`config.mk`:
```
export PLATFORM = sky130hd
export DESIGN_NAME = clk_prescale_tree
export DESIGN_NICKNAME = d
export VERILOG_FILES = /design/src/rtl/clkpre_pkg.sv /design/src/rtl/cpt_strobe_div.sv /design/src/rtl/clk_prescale_tree.sv
export SDC_FILE = /design/constraint.sdc
export NUM_CORES = 1
export LEC_CHECK = 0
export ABC_AREA = 1
export BUFFER_PORTS_ARGS = -buffer_cell sky130_fd_sc_hd__buf_2
export CORE_MARGIN = 3
export CORE_UTILIZATION = 44
export CTS_BUF_LIST = sky130_fd_sc_hd__clkbuf_8 sky130_fd_sc_hd__clkbuf_16
export CTS_CLUSTER_SIZE = 40
export DETAILED_ROUTE_END_ITERATION = 10
export GPL_TIMING_DRIVEN = 0
export PLACE_DENSITY = 0.64
export SYNTH_ARGS = -nofsm -noshare
export SYNTH_HDL_FRONTEND = slang
export SYNTH_HIERARCHICAL = 1
export SYNTH_SLANG_ARGS = --single-unit
```
`constraint.sdc`:
```
create_clock -name clk -period 3.1 [get_ports clk]
set_input_delay 0.31 -clock clk [delete_from_list [all_inputs] [get_ports clk]]
set_output_delay 0.31 -clock clk [all_outputs]
set_load 0.01 [all_outputs]
```
`src/rtl/clkpre_pkg.sv`:
```
package clkpre_pkg;

  localparam int MAIN_SEL_W = 4;
  localparam int BUS_SEL_W  = 3;
  localparam int ADC_SEL_W  = 2;
  localparam int DIV_W      = 10;

  typedef logic [DIV_W-1:0] div_t;

  // Main ratio: powers of two, with the 32 step skipped.
  function automatic div_t main_div_decode(input logic [MAIN_SEL_W-1:0] code);
    div_t r;
    if (code <= 4'd4)      r = div_t'(1) << code;
    else if (code <= 4'd8) r = div_t'(1) << (code + 4'd1);
    else                   r = div_t'(1);
    return r;
  endfunction

  function automatic div_t bus_div_decode(input logic [BUS_SEL_W-1:0] code);
    div_t r;
    if (code <= 3'd4) r = div_t'(1) << code;
    else              r = div_t'(1);
    return r;
  endfunction

  // ADC ratio: even steps 2..8.
  function automatic div_t adc_div_decode(input logic [ADC_SEL_W-1:0] code);
    return div_t'({code, 1'b0}) + div_t'(2);
  endfunction

endpackage

```
`src/rtl/cpt_strobe_div.sv`:
```
module cpt_strobe_div #(
  parameter int W       = 10,
  parameter int RST_DIV = 1
) (
  input  logic         clk,
  input  logic         rst_n,
  input  logic         parent_stb,
  input  logic [W-1:0] req_div,
  output logic         stb,
  output logic         mid_stb,
  output logic [W-1:0] div_now
);

  logic [W-1:0] cnt_q;
  logic [W-1:0] div_q;
  logic [W-1:0] last_cnt;
  logic [W-1:0] half_cnt;
  logic [W-1:0] next_div;
  logic         wrap;

  assign last_cnt = div_q - W'(1);
  assign half_cnt = (div_q >> 1) - W'(1);
  assign wrap     = (cnt_q == last_cnt);
  assign next_div = (req_div == '0) ? W'(1) : req_div;

  assign stb     = parent_stb & wrap;
  assign mid_stb = parent_stb & (div_q > W'(1)) & (cnt_q == half_cnt);
  assign div_now = div_q;

  // The divisor is reloaded only when the period ends.
  always_ff @(posedge clk or negedge rst_n) begin
    if (!rst_n) begin
      cnt_q <= '0;
      div_q <= W'(RST_DIV);
    end else if (parent_stb) begin
      if (wrap) begin
        cnt_q <= '0;
        div_q <= next_div;
      end else begin
        cnt_q <= cnt_q + W'(1);
      end
    end
  end

endmodule

```
`src/rtl/clk_prescale_tree.sv`:
```
module clk_prescale_tree
  import clkpre_pkg::*;
#(
  parameter int TICK_DIV  = 8,
  parameter int STORE_DIV = 2
) (
  input  logic                  clk,
  input  logic                  rst_n,
  input  logic [MAIN_SEL_W-1:0] main_sel,
  input  logic [BUS_SEL_W-1:0]  pbus1_sel,
  input  logic [BUS_SEL_W-1:0]  pbus2_sel,
  input  logic [ADC_SEL_W-1:0]  adc_sel,
  output logic                  main_stb,
  output logic                  pbus1_stb,
  output logic                  pbus2_stb,
  output logic                  tmr1_stb,
  output logic                  tmr2_stb,
  output logic                  adc_stb,
  output logic                  tick_stb,
  output logic                  store_stb
);

  localparam int NBUS = 2;

  logic run_q;
  logic main_mid;
  div_t main_div_now;

  logic [BUS_SEL_W-1:0] bus_sel [NBUS];
  logic [NBUS-1:0]      bus_stb;
  logic [NBUS-1:0]      bus_mid;
  logic [NBUS-1:0]      tmr_stb;
  div_t                 bus_div_now [NBUS];

  logic adc_mid, tick_mid, store_mid;
  div_t adc_div_now, tick_div_now, store_div_now;

  // Strobes start one cycle after reset release.
  always_ff @(posedge clk or negedge rst_n) begin
    if (!rst_n) run_q <= 1'b0;
    else        run_q <= 1'b1;
  end

  cpt_strobe_div #(.W(DIV_W), .RST_DIV(1)) u_main (
    .clk(clk), .rst_n(rst_n), .parent_stb(run_q),
    .req_div(main_div_decode(main_sel)),
    .stb(main_stb), .mid_stb(main_mid), .div_now(main_div_now)
  );

  assign bus_sel[0] = pbus1_sel;
  assign bus_sel[1] = pbus2_sel;

  for (genvar b = 0; b < NBUS; b++) begin : g_bus
    cpt_strobe_div #(.W(DIV_W), .RST_DIV(1)) u_bus (
      .clk(clk), .rst_n(rst_n), .parent_stb(main_stb),
      .req_div(bus_div_decode(bus_sel[b])),
      .stb(bus_stb[b]), .mid_stb(bus_mid[b]), .div_now(bus_div_now[b])
    );
    // Half-period strobe exists only when the divisor exceeds 1.
    assign tmr_stb[b] = bus_stb[b] | bus_mid[b];
  end

  assign pbus1_stb = bus_stb[0];
  assign pbus2_stb = bus_stb[1];
  assign tmr1_stb  = tmr_stb[0];
  assign tmr2_stb  = tmr_stb[1];

  cpt_strobe_div #(.W(DIV_W), .RST_DIV(2)) u_adc (
    .clk(clk), .rst_n(rst_n), .parent_stb(bus_stb[1]),
    .req_div(adc_div_decode(adc_sel)),
    .stb(adc_stb), .mid_stb(adc_mid), .div_now(adc_div_now)
  );

  cpt_strobe_div #(.W(DIV_W), .RST_DIV(TICK_DIV)) u_tick (
    .clk(clk), .rst_n(rst_n), .parent_stb(main_stb),
    .req_div(DIV_W'(TICK_DIV)),
    .stb(tick_stb), .mid_stb(tick_mid), .div_now(tick_div_now)
  );

  cpt_strobe_div #(.W(DIV_W), .RST_DIV(STORE_DIV)) u_store (
    .clk(clk), .rst_n(rst_n), .parent_stb(main_stb),
    .req_div(DIV_W'(STORE_DIV)),
    .stb(store_stb), .mid_stb(store_mid), .div_now(store_div_now)
  );

endmodule

```
==> flow_metrics.env <==
export IMPL_grt_pass1_vias=9587
export IMPL_intPower_mw=2.87
export IMPL_p_total_mw=3.86
export IMPL_synth_warnings=6
export IMPL_clockRootBuffer="clkbuf_16"
export IMPL_cpMaxStageDelayCell="dfstp_2"
export IMPL_fin_ws_ps=-345
export IMPL_htreeDepth=4
export IMPL_place_gp_congestion=0.893
export IMPL_status="finished with violations"
export IMPL_port_buffers=20
export IMPL_fin_crit_ps=3440
export IMPL_cts_num_sinks=121
export IMPL_first_pass_iters=8
export IMPL_dpl_hpwl_um=18500
export IMPL_grt_pass1_wl_um=43800
export IMPL_fin_util=0.526
export IMPL_fp_dieArea_um2=26200
export IMPL_worst_path_max_fanout=3
export IMPL_cts_made_buffers=17
export IMPL_coreArea_um2=23700
export IMPL_synth_avg_cell_area_um2=6.59
export IMPL_period_share=1.11
export IMPL_viasPerCell=4.75
export IMPL_skew_ps=13.5
export IMPL_place_ws_ps=-547
export IMPL_fillCellCount=2383
export IMPL_fin_nets=1792
export IMPL_layout_commonest_cell="nand2_1"
export IMPL_grtUsageTotal=0.199
export IMPL_drc=0
export IMPL_rsz0062_at_grt="true"
export IMPL_layout_cells_non_filler=2082
export IMPL_n_antenna_cell=0
export IMPL_insertion_delay_ps=420
export IMPL_crit_required_ps=2790
export IMPL_pwr_share_clk=0.478
export IMPL_grt_antenna_before_repair=0
export IMPL_path_class="reg2out"
export IMPL_powerDensity_nw_per_um2=310
export IMPL_final_max_slew_viol_count=0
export IMPL_leakagePower_nw=6.39
export IMPL_cp_start_kind="flip-flop"
export IMPL_swShare=0.257
export IMPL_fin_area_um2=12500
export IMPL_grt_max_degree=80
export IMPL_syn2layout_area_growth_pct=16.5
export IMPL_combinationalPowerShare=0.097
export IMPL_antenna_left=0
export IMPL_drv_cap=0
export IMPL_critPathMaxStageDelay_ps=540
export IMPL_post_drt_wl_per_cell_um=12.0
export IMPL_synth_area_um2=10700
export IMPL_io_pins=22
export IMPL_start_util=0.452
export IMPL_grt_ovfl_total=0
export IMPL_ir_drop_v=0.000314
export IMPL_p_switching_uw=991
export IMPL_fmax_ghz=0.290
export IMPL_die_h_um=162
export IMPL_fp_dieW_um=162
export IMPL_drive_gt1_frac=0.239
export IMPL_vias=9899
export IMPL_worst_path_buf_inv=6
export IMPL_cp_end_kind="output pin"
export IMPL_placed_area_um2=11500
export IMPL_synthCells=1624
export IMPL_hold_violations=0
export IMPL_path_common_cell="nor2_1"
export IMPL_setup_violations=5
export IMPL_rows=56
export IMPL_wirelength_um=25000
export IMPL_cp_data_arrival_time_ps=3130
export IMPL_detail_route_iter0_violations=584
export IMPL_min_path_type="in2reg"
export IMPL_sequentialPowerShare=0.425
export IMPL_fin_tns_setup_ps=-857
export IMPL_cts_clk_slew_worst_paths_ps=60
export IMPL_path_cells="inv_2 -> ha_4 -> nand2_2 -> inv_2 -> nor2_4 -> nand3_2 -> nor2_1 -> nand3_1 -> nor2_4 -> nand3_4 -> clkinv_4 -> buf_8 -> clkinvlp_4 -> a21oi_2 -> o211ai_1 -> nor2_1 -> nand2_1 -> nor2_1 -> nand3_1 -> nor2_1 -> or2_4 -> buf_6"
export IMPL_critPathTopFamily="simple AND/OR/NAND/NOR gates"
export IMPL_dp_cells=2027
export IMPL_cts_tree="done"
export IMPL_hold_ws_ps=146
export IMPL_violations="setup timing"
export IMPL_clockBufferDepth=2
export IMPL_final_cell_mix="nand2_1, inv_1, nor2_1, nand2_2, dfrtp_1"
tightest hold or removal path: cells and delay by family:
family	cells	cell delay [ps]
and+or+nand+nor	2	120
buffers and inverters	2	130
final timing paths:
check / slack [ps] / cells after the start / endpoint / startpoint
setup / recovery: -340 / 22 / tmr2_stb / u_main/div_now[0]$_DFFE_PN1P_
max in group asynchronous: 1920 / 3 / g_bus[1].u_bus/div_now[0]$_DFFE_PN1P_ / rst_n
hold / removal: 150 / 4 / u_adc/div_now[1]$_DFFE_PN1P_ / adc_sel[0]
min in group asynchronous: 390 / 2 / g_bus[0].u_bus/cnt_q[9]$_DFFE_PN0P_ / rst_n
setup reg to reg: -80 / 25 / u_adc/cnt_q[9]$_DFFE_PN0P_ / u_main/div_now[0]$_DFFE_PN1P_
hold reg to reg: 470 / 2 / u_adc/div_now[1]$_DFFE_PN1P_ / u_adc/div_now[1]$_DFFE_PN1P_
layout make-up:
type	count	area, um2	share of cell area
plain buffers	49	390	0.0313
clock buffers	19	453	0.0363
repair buffers	44	354	0.0284
flip-flops and latches	121	3040	0.244
multi-input cells	1270	6790	0.545
well taps	319	399	0.0320
clock inverters	13	91.3	0.00733
inverters	247	946	0.0759
metal layers:
metal  share of wire  up-vias  track usage
met2            0.48      150        0.343
met5               0        -            0
met4           0.012        0       0.0446
met3           0.033       26       0.0329
met1            0.48     4489        0.263
li1                -     5234            -
power groups by stage:
stage	Sequential [mW]	Clock, mW	Combinational, mW
final	1.64	1.84	0.376
after global routing	1.64	1.98	0.440
after CTS	1.64	1.90	0.370
after detailed placement	1.66	0	0.364
after global placement	1.66	0	0.350
after floorplan	1.66	0	0.265
state kept, by name, summed over array words and instances, names as in the netlist:
register,flops
g_bus.u_bus/cnt_q,20
g_bus.u_bus/div_now,20
u_adc/cnt_q,10
u_adc/div_now,10
u_main/cnt_q,10
u_main/div_now,10
u_store/cnt_q,10
u_store/div_now,10
u_tick/cnt_q,10
u_tick/div_now,10
run_q,1
timing repair:
item                                    4_1_cts  5_1_grt
endpoints found under the hold margin        41        0
pin swaps                                    14       22
setup buffers                                13        9
hold buffers                                  1        0
endpoints found under the setup margin       34       24
resized for setup                            28       36
No activity file was read; power rests on OpenSTA's default activity.
